$ cat src/rtl/shift_flag_unit.sv
module shift_flag_unit #(
  parameter int W = 32
) (
  input  logic                 clk,
  input  logic                 rst_n,
  input  logic                 in_valid,
  input  logic [1:0]           op,
  input  logic                 use_imm,
  input  logic [$clog2(W)-1:0] imm_cnt,
  input  logic [W-1:0]         reg_cnt,
  input  logic [W-1:0]         data_in,
  input  logic                 sat_in,
  output logic [W-1:0]         result,
  output logic                 cy,
  output logic                 ov,
  output logic                 s,
  output logic                 z,
  output logic                 sat,
  output logic                 done
);
  localparam int SW = $clog2(W);
  localparam logic [1:0] OP_SHL = 2'b00;
  localparam logic [1:0] OP_SAR = 2'b10;
  localparam logic [1:0] OP_NOP = 2'b11;

  function automatic logic [W-1:0] flip(input logic [W-1:0] v);
    logic [W-1:0] r;
    for (int i = 0; i < W; i++) r[i] = v[W-1-i];
    return r;
  endfunction

  logic [SW-1:0] amt;
  logic          go, left, fill;
  logic [W-1:0]  src, shifted;
  logic [W:0]    stg [0:SW];

  assign amt    = use_imm ? imm_cnt : reg_cnt[SW-1:0];
  assign go     = in_valid && (op != OP_NOP);
  assign left   = (op == OP_SHL);
  assign fill   = (op == OP_SAR) & data_in[W-1];
  assign src    = left ? flip(data_in) : data_in;
  assign stg[0] = {src, 1'b0};

  for (genvar k = 0; k < SW; k++) begin : g_stage
    localparam int D = 1 << k;
    assign stg[k+1] = amt[k] ? {{D{fill}}, stg[k][W:D]} : stg[k];
  end

  assign shifted = left ? flip(stg[SW][W:1]) : stg[SW][W:1];

  always_ff @(posedge clk) begin
    if (!rst_n) begin
      result <= '0;
      cy     <= 1'b0;
      ov     <= 1'b0;
      s      <= 1'b0;
      z      <= 1'b0;
      sat    <= 1'b0;
      done   <= 1'b0;
    end else begin
      done <= go;
      if (go) begin
        result <= shifted;
        cy     <= stg[SW][0];
        ov     <= 1'b0;
        s      <= shifted[W-1];
        z      <= (shifted == '0);
        sat    <= sat_in;
      end
    end
  end

  a_r5_zero_count: assert property (@(posedge clk) disable iff (!rst_n)
    go && amt == '0 |=> result == $past(data_in) && !cy);
  a_r6_no_overflow: assert property (@(posedge clk) disable iff (!rst_n)
    go |=> !ov);
  a_r7_z_and_s: assert property (@(posedge clk) disable iff (!rst_n)
    done |-> (z == (result == '0)) && (s == result[W-1]));
  a_r9_sat_pass: assert property (@(posedge clk) disable iff (!rst_n)
    go |=> sat == $past(sat_in));
  a_r10_hold: assert property (@(posedge clk) disable iff (!rst_n)
    !go |=> $stable(result) && $stable(cy) && $stable(sat) && $stable(z) && !done);
  a_r12_done_pulse: assert property (@(posedge clk) disable iff (!rst_n)
    go |=> done);
endmodule

$ cat config.mk
export PLATFORM = sky130hd
export DESIGN_NAME = shift_flag_unit
export DESIGN_NICKNAME = d
export VERILOG_FILES = /design/src/rtl/shift_flag_unit.sv
export SDC_FILE = /design/constraint.sdc
export NUM_CORES = 1
export LEC_CHECK = 0
export CELL_PAD_IN_SITES_DETAIL_PLACEMENT = 1
export CELL_PAD_IN_SITES_GLOBAL_PLACEMENT = 1
export CORE_MARGIN = 8
export CORE_UTILIZATION = 50
export DETAILED_ROUTE_END_ITERATION = 16
export DONT_BUFFER_PORTS = 1
export PLACE_DENSITY = 0.86
export SYNTH_ARGS = -nofsm -noshare
export SYNTH_HDL_FRONTEND = slang
export SYNTH_SLANG_ARGS = --single-unit
$ cat constraint.sdc
create_clock -name clk -period 4.7 [get_ports clk]
set_input_delay 0 -clock clk [delete_from_list [all_inputs] [get_ports clk]]
set_output_delay 0 -clock clk [all_outputs]
set_load 0.005 [all_outputs]
==> reports/metrics.cfg, run 1 <==
[finish]
post-route-cell-area_sq_um=4410
nNetsFinal=573
drive_gt1_frac=0.167
final-seq-area_sq_um=721
area_growth_pct=2.68
fillers=1030
multi_input_area_sq_um=3350
final_cells=606
antenna_cells=0

[critical_path]
crit_path_start_kind=primary input
crit_fanout=19
cp_slowest_stage_delay_ps=960
path_cells=mux2i_2 > mux4_2 > mux2i_2 > nor2_1 > a211oi_2 > nor2_1 > nor4_1 > nand4_1 > o31ai_2
crit_type=in -> reg
worst_path_max_delay_cell=mux2i_2
path_buf_inv=0
crit_required_ps=4920
crit_family=multiplexers
cp-end-kind=flip-flop
crit_arrival_ps=3300

[clocking]
cts_setup_buffers=0
clockBufferDepth=2
cts_tree=built
clock_latency_ps=300
cts.repair.resized=0
htree_levels=2
cts_buffers=5
cts_root_buffer=clkbuf_8
clock-sinks=36
path_clk_slew_ps=80

[outcome]
outcome=finished, final reports clean

[timing]
final_hold_viol_count=0
setup_viol=0
rsz0062_at_grt=no
finalCriticalPeriod_ps=3080
relSlewSlack=0.176
drv_slew=0
whs_ps=63.2
finClkSkew_ps=0
tightestPinTransition_ps=1210
layout_setup_ws_ps=1620
fin_crit_sh=0.656
fmaxAchievable_mhz=324
tns_ps=0

[power]
intPower_uw=701
peakVddDrop_uv=140
pwr-share-comb=0.478
clockPowerShare=0.230
cellPowerDensity_nw_per_um2=269
p_sw_uw=488
switching_share=0.410
p_leak_nw=1.57
seqPwrFrac=0.292

[floorplanning]
core_sq_um=8510
io-pin-count=114
die_w_microns=109
die_area_sq_um=11800
std_cell_rows=34
initial_core_util=0.505
die_h_microns=109

[yosys]
synth_top_cell_by_area=mux4_2
syn_nets=602
synth_edf_count=0
ys_warn_count=0
ys_seq_area_frac=0.168
postSynth.asyncResetShare=0
syn-instance-count=526
syn_area_sq_um=4300
avgSynthCellArea_sq_um=8.17
synth_common_cells=nand2_1 (76), nor2_1 (71), a21oi_1 (42)
synth_cell_types=58
synth.area.top_cells=mux4_2 (19%), dfxtp_1 (17%), mux2i_1 (9.6%)
synth.ff_latch_count=36
synth_top_area_frac=0.189
post-synth-top-count-cell=nand2_1
synth_ff_type=dfxtp_1

[detailed_routing]
ant_nets=0
drc=0
drtPass1Iterations=7
wl_per_cell_microns=26.6
wirelength_mm=16.1
vias_per_cell=7.23
via_count=4383
drtIter0Drc=358

[placement]
place_area_sq_um=4280
placedCellCount=596
port_buffers=0
place.gp.congestion=0.953
dp_slack_ps=1350
dp_hpwl_mm=12.4

[global_routing]
antenna_found_initial=0
track_usage=0.275
grt_first_pass_wirelength_mm=25.5
grt_max_degree=39
overflow=0
grt_pass1_vias=4543

[job]
cap_violations=0

[worst_hold_path]
hold_path_class=in -> reg

==> tightest hold or removal path: cells and delay by family <==
| family | cells | cell delay [ps] |
|---|---|---|
| AND/OR/NAND/NOR | 2 | 180 |
| AO/OA/AOI/OAI | 2 | 130 |
==> state kept, by name, indices dropped and copies added (netlist names) <==
| register | cells |
|---|---|
| cy | 1 |
| done | 1 |
| sat | 1 |
| z | 1 |
| result | 32 |
==> through the flow <==
stage,util,total power [mW]
floorplan,-,0.769
detailed placement,0.503,0.907
finish,0.519,1.19
global route,0.519,1.25
global placement,0.503,0.888
CTS,0.519,1.18
==> logic make-up after synthesis <==
family / synth area share
buffers and inverters: 0.0574
other: 0.000873
multiplexers: 0.334
AND/OR/NAND/NOR: 0.184
flip-flops: 0.168
AO/OA/AOI/OAI: 0.256
==> cell usage in the layout (no fill, tap or decap), types with 2 or more instances in the layout <==
| master | count |
|---|---|
| dfxtp_1 | 36 |
| a311oi_1 | 5 |
| a31o_2 | 2 |
| or3_1 | 3 |
| o211a_1 | 2 |
| a22oi_1 | 10 |
| o21ai_1 | 3 |
| o21ai_0 | 21 |
| o221ai_1 | 8 |
| nor2_1 | 71 |
| a21oi_1 | 42 |
| mux2i_1 | 38 |
| o21a_1 | 9 |
| clkbuf_8 | 5 |
| o2111ai_1 | 2 |
| a211oi_2 | 2 |
| o211ai_1 | 11 |
| dlygate4sd3_1 | 2 |
| mux2i_2 | 9 |
| nand2_1 | 76 |
| mux2_4 | 2 |
| a31oi_1 | 3 |
| nor4_1 | 2 |
| and2_1 | 3 |
| a221o_1 | 2 |
| o22a_1 | 2 |
| a211oi_1 | 13 |
| buf_4 | 10 |
| a221oi_1 | 2 |
| o22ai_1 | 13 |
| nor4b_1 | 3 |
| nand3_1 | 9 |
| a22o_1 | 2 |
| mux2_2 | 7 |
| nor3_1 | 9 |
| mux4_2 | 36 |
==> what timing repair did <==
item                                    CTS  global route
endpoints found under the hold margin     8             0
hold buffers                              2             0
endpoints found under the setup margin    0             0
==> path summary, 6_finish.rpt <==
kind | start | end | slack [ps] | cells past startpoint
setup reg to reg | result[3] | result[3] | 3880 | 2
hold reg to reg | result[14] | result[14] | 480 | 2
setup / recovery | use_imm | z | 1620 | 9
hold / removal | rst_n | z | 60 | 4
==> power by group through the flow <==
stage | registers [mW] | clock network [mW] | logic (mW)
4_1_cts | 0.349 | 0.279 | 0.556
5_1_grt | 0.351 | 0.291 | 0.606
3_5_place_dp | 0.356 | 0 | 0.550
2_1_floorplan | 0.350 | 0 | 0.419
3_3_place_gp | 0.355 | 0 | 0.533
6_report | 0.348 | 0.273 | 0.568
==> per-layer routing <==
metal / wire length (microns) / part of all wire / global-route usage / vias to the layer above
li1: - / - / - / 1960
met1: 6370 / 0.40 / 0.334 / 2177
met2: 8020 / 0.50 / 0.467 / 210
met3: 1270 / 0.079 / 0.0579 / 36
met4: 468 / 0.029 / 0.109 / 0
met5: 0 / 0 / 0 / -
==> final cells by class <==
type                    instances  area share
multi-input cells             441       0.758
flip-flops and latches         36       0.163
well taps                     108      0.0306
repair buffers                 12      0.0216
clock buffers                   5      0.0156
clock inverters                 3     0.00964
inverters                       1    0.000851
Power figures use the tool's default switching activity.
==> inputs of run 2 (changes only) <==
ABC_AREA = 1   (was not set)
CORE_UTILIZATION = 42   (was 50)
PLACE_DENSITY = 0.82   (was 0.86)
clock period = 2.9 ns   (was 4.7 ns; I/O delays follow)
==> run 2 against run 1 <==
Clock-buffer cell count up 1. Sequential cell count is the same. Core utilization fell by 8.3 points. Clock power grew 38%. Critical path depth grew 9. Largest cell class unchanged.
==> reports/metrics.cfg, run 2 <==
[timing]
rsz0062_at_grt=no
finalCriticalPeriod_ps=2170
drv_slew=0  ; unchanged
finClkSkew_ps=0  ; unchanged
fmaxAchievable_mhz=460
final_hold_viol_count=0  ; unchanged
tns_ps=0  ; unchanged
fin_crit_sh=0.750
whs_ps=193  ; +129 ps
setup_viol=0  ; unchanged
tightestPinTransition_ps=941  ; -270 ps
relSlewSlack=0.370  ; +0.194

[finish]
top_register=result
area_growth_pct=0.899
nNetsFinal=895  ; +56%
fillers=1580  ; +53%
antenna_cells=0  ; unchanged
largest_reg_flops=32  ; unchanged
final_cell_mix=nand2_1 (337), nand3_1 (244), inv_1 (52)
drive_gt1_frac=0.0537  ; -0.113
final_common_cell=nand2_1

[global_routing]
grt_max_degree=62  ; +59%
grt_first_pass_wirelength_mm=28.4  ; +11%
track_usage=0.241  ; -0.0340
grt_pass1_vias=5573  ; +23%
overflow=0  ; unchanged
antenna_found_initial=0  ; unchanged

[power]
p_leak_nw=2.43  ; +54%
cellPowerDensity_nw_per_um2=416  ; +55%
peakVddDrop_uv=218  ; +55%

[critical_path]
crit_path_frequent_cell=nand2_1
worst_path_max_delay_cell=nand2_4
cp-end-kind=flip-flop
path_cells=inv_1 > nand2_4 > nand2_1 > nand2_1 > nand2_1 > nand2_1 > nand2_1 > nand3_1 > nand3_1 > nand3_1 > nand3_1 > nand2_1 > nand2_1 > nor2_1 > nand3_1 > nor2_1 > nand2_1 > a21oi_2
crit_arrival_ps=2400  ; -900 ps
crit_fanout=61  ; +42
cp_slowest_stage_delay_ps=500  ; -460 ps
crit_type=in -> reg
crit_path_start_kind=primary input
crit_required_ps=3130  ; -1790 ps

[detailed_routing]
drc=0  ; unchanged
ant_nets=0  ; unchanged
vias_per_cell=5.83  ; -19%
via_count=5573  ; +27%
wl_per_cell_microns=18.1  ; -32%
wirelength_mm=17.3  ; +7.3%
drtPass1Iterations=4  ; -3
drtIter0Drc=414  ; +16%

[yosys]
synth_top_area_frac=0.284  ; +0.0954
synth_common_cells=nand2_1 (337), nand3_1 (244), inv_1 (52)
post-synth-top-count-cell=nand2_1
syn_area_sq_um=4450  ; +3.6%
synth_cell_types=30  ; -48%
synth_ff_type=dfxtp_1
syn-instance-count=854  ; +62%
synth_top_cell_by_area=nand2_1
ys_warn_count=0  ; unchanged
avgSynthCellArea_sq_um=5.21  ; -36%
synth.ff_latch_count=36  ; unchanged
postSynth.asyncResetShare=0  ; unchanged
synth_edf_count=0  ; unchanged
syn_nets=930  ; +54%
ys_seq_area_frac=0.162  ; -0.00589
synth.area.top_cells=nand2_1 (28%), nand3_1 (27%), dfxtp_1 (16%)

[job]
cap_violations=0  ; unchanged

[floorplanning]
core_sq_um=10300  ; +21%
initial_core_util=0.431  ; -0.0737
die_w_microns=119  ; +9.4%
std_cell_rows=37  ; +8.8%
die_area_sq_um=14200  ; +20%
io-pin-count=114  ; unchanged
die_h_microns=119  ; +9.4%

[worst_hold_path]
hold_path_class=in -> reg

[clocking]
cts_tree=built
cts.repair.resized=0  ; unchanged
cts_buffers=5  ; unchanged
ctsHoldBuffers=2  ; unchanged
cts_root_buffer=clkbuf_8
cts_setup_buffers=0  ; unchanged
clock-sinks=36  ; unchanged
clockBufferDepth=2  ; unchanged
htree_levels=2  ; unchanged
clock_latency_ps=290  ; about the same
path_clk_slew_ps=80  ; about the same

[placement]
port_buffers=0  ; unchanged
place.gp.congestion=0.918  ; -3.7%
dp_hpwl_mm=13.6  ; +9.6%

[outcome]
outcome=finished, final reports clean

## run 2: cell types whose count changed after synthesis, moves of 13 or more
cell | previous run | this run
nand2_1 | 76 | 337
nand3_1 | 9 | 244
inv_1 | 1 | 52
nor2_1 | 71 | 26
mux2i_1 | 41 | 0
mux4_2 | 36 | 0
a21oi_1 | 42 | 25
o21ai_0 | 21 | 36
a211oi_1 | 13 | 0
o22ai_1 | 13 | 0
## run 2: per-layer routing
layer | wire length [microns] | vias up | global-route usage
li1 | - | 2731 | -
met1 | 7640 | 2651 | 0.304
met2 | 8130 | 163 | 0.402
met3 | 1120 | 28 | 0.0543
met4 | 416 | 0 | 0.0719
met5 | 0 | - | 0
## run 2: kinds of logic after synthesis
logic type / synth area share
other: 0.000842
buffers and inverters: 0.128
and+or+nand+nor: 0.607
AOI/OAI and AO/OA: 0.103
DFF: 0.162
## run 2: area by class of cell
type	count	area [sq um]	area share
sequential	36	721	0.160
timing repair buffer	16	125	0.0278
clock inverter	2	10.0	0.00223
tap	136	170	0.0379
inverter	58	220	0.0490
multi-input combinational	702	3160	0.704
clock buffer	6	82.6	0.0184
## run 2: path summary, 6_finish.rpt
check,to,start,cells after the start,slack [ps]
worst max register to register,result[31],result[31],2,2080
worst min register to register,sat,sat,2,520
worst max-delay path,z,op[0],18,730
worst min-delay path,done,in_valid,3,190
## run 2: power by group
part | total, mW | switching [mW] | internal (mW)
Combinational | 0.923 | 0.654 | 0.269
Clock | 0.378 | 0.188 | 0.190
Sequential | 0.569 | 0.0326 | 0.536
## run 2: critical path, delay by kind of cell
family | cells | cell delay [ps]
compound gates | 1 | 110
buf+inv | 1 | 60
simple gates | 16 | 2240
## run 2: through the flow
stage                     instance area [sq um]  power [mW]  instances  setup WS (ps)   util
after floorplan                            4450        1.27        854           1260      -
after global placement                     4380        1.45        946            580  0.424
after detailed placement                   4380        1.48        946            466  0.424
after CTS                                  4490        1.86        956            761  0.435
after global routing                       4490        2.01        956            425  0.435
final                                      4490        1.87        956            725  0.435
==> inputs of run 3 (changes only) <==
clock period = 2.1 ns   (was 2.9 ns; I/O delays follow)
==> run 3 against run 2 <==
Global-route usage is 0.72 points higher. Sequential power is 38% higher. Register-to-register slack worse by 790 ps. Via count is 1.3% higher. Critical path type unchanged. Highest routed layer unchanged. Clock-buffer cell count is 1 lower. Final area is 5.0% higher.
==> reports/metrics.cfg, run 3 (synthesized netlist as in run 2, its figures left out) <==
[floorplanning]
die_w_microns=119  ; unchanged
initial_core_util=0.431  ; unchanged
std_cell_rows=37  ; unchanged
core_sq_um=10300  ; unchanged
die_area_sq_um=14200  ; unchanged
die_h_microns=119  ; unchanged
io-pin-count=114  ; unchanged

[clocking]
clockBufferDepth=2  ; unchanged
cts_root_buffer=clkbuf_8
htree_levels=2  ; unchanged
cts_buffers=5  ; unchanged
cts_tree=built
clock-sinks=36  ; unchanged
path_clk_slew_ps=80  ; about the same
clock_latency_ps=290  ; about the same
cts_setup_buffers=0  ; unchanged

[job]
cap_violations=0  ; unchanged

[detailed_routing]
drtIter0Drc=521  ; +26%
via_count=5647  ; +1.3%
vias_per_cell=5.82  ; -0.24%
wirelength_mm=17.8  ; +3.0%
wl_per_cell_microns=18.3  ; +1.4%
ant_nets=0  ; unchanged
drc=0  ; unchanged
drtPass1Iterations=5  ; +1

[placement]
port_buffers=0  ; unchanged
place_area_sq_um=4580  ; +4.6%
dp_hpwl_mm=14.0  ; +2.6%
place.gp.congestion=0.925  ; +0.80%

[finish]
final_cell_mix=nand2_1 (337), nand3_1 (244), inv_1 (52)
drive_gt1_frac=0.0707  ; +0.0170
antenna_cells=0  ; unchanged
area_growth_pct=5.93
post-route-cell-area_sq_um=4720  ; +5.0%
nNetsFinal=910  ; +1.7%
fillers=1549  ; -2.0%
largest_reg_flops=32  ; unchanged
final_common_cell=nand2_1
top_register=result

[power]
p_leak_nw=2.53  ; +4.4%
peakVddDrop_uv=389  ; +78%
cellPowerDensity_nw_per_um2=588  ; +41%

[timing]
rsz0062_at_grt=no
drv_slew=0  ; unchanged
finClkSkew_ps=0  ; unchanged
final_hold_viol_count=0  ; unchanged
tns_ps=0  ; unchanged
setup_viol=0  ; unchanged
tightestPinTransition_ps=946  ; +4.32 ps
relSlewSlack=0.367  ; -0.00289
finalCriticalPeriod_ps=1880
fin_crit_sh=0.894
fmaxAchievable_mhz=533

[critical_path]
crit_fanout=29  ; -52%
crit_required_ps=2330  ; -800 ps
r2r-end=result[31]
r2r_setup_slack_ps=1290  ; -790 ps
crit_path_start_kind=primary input
crit_arrival_ps=2110  ; -290 ps
r2r-start=result[31]
reg2reg_depth=2  ; unchanged
cp-end-kind=flip-flop
crit_type=in -> reg

[global_routing]
track_usage=0.249  ; +0.00721
grt_max_degree=50  ; -19%
grt_first_pass_wirelength_mm=29.2  ; +2.9%
antenna_found_initial=0  ; unchanged
grt_pass1_vias=5729  ; +2.8%
overflow=0  ; unchanged

[outcome]
outcome=finished, final reports clean

[worst_hold_path]
holdPathStages=3  ; unchanged
hold_path_class=in -> reg
min_to=done
hp-start=in_valid

## run 3: metrics by stage
stage                     setup WS, ps  utilization  total power [mW]  hold slack, ps  std cells
after floorplan                    460            -              1.75             167        854
after global placement            18.7        0.444              2.08             146        961
after detailed placement         -28.8        0.444              2.12             148        961
after CTS                          241        0.456              2.77             162        971
after global routing              35.8        0.457              2.97             198        971
final                              222        0.457              2.77             153        971
## run 3: critical path: stages
cell and delay, ps:
inv_1 110, nand2_4 220, nand2_1 150, nand3_1 160, nand3_1 130, nand3_1 180, nand3_1 140, nand2_1 70
nand2_1 90, nand3_1 80, nand2_1 180, nand2_1 80, nor2_1 160, nand3_1 90, nor2_1 100, nand2_1 80
a21oi_2 100
## run 3: layout make-up
type,count,area (sq um),share of cell area
Clock inverter,3,42.5,0.00902
Multi-Input combinational cell,702,3170,0.672
Inverter,58,220,0.0467
Tap cell,136,170,0.0361
Timing Repair Buffer,31,325,0.0690
Sequential cell,36,721,0.153
Clock buffer,5,68.8,0.0146
## run 3: layer usage
metal | up-vias | track usage | share of wire
met5 | - | 0 | 0
met4 | 0 | 0.0609 | 0.022
met3 | 29 | 0.0368 | 0.058
met2 | 171 | 0.432 | 0.47
met1 | 2681 | 0.315 | 0.45
li1 | 2766 | - | -
## run 3: what timing repair did
item	4_1_cts	5_1_grt
setup endpoints to repair	0	1
resized for setup	0	1
hold buffers	2	0
hold endpoints to repair	33	0
## run 3: report_power, final
part / switching, mW / internal, mW / total [mW]
Combinational: 0.925 / 0.432 / 1.36
Sequential: 0.0451 / 0.741 / 0.786
Clock: 0.277 / 0.352 / 0.628
## run 3: how the worst max path moves through the flow
| stage | end | start | slack (ps) | cells past startpoint |
|---|---|---|---|---|
| final | z | op[0] | 220 | 17 |
| after global routing | z | op[0] | 40 | 20 |
| after floorplan | z | use_imm | 460 | 20 |
| after CTS | z | use_imm | 240 | 19 |
| after global placement | z | use_imm | 20 | 17 |
| after detailed placement | z | use_imm | -30 | 17 |
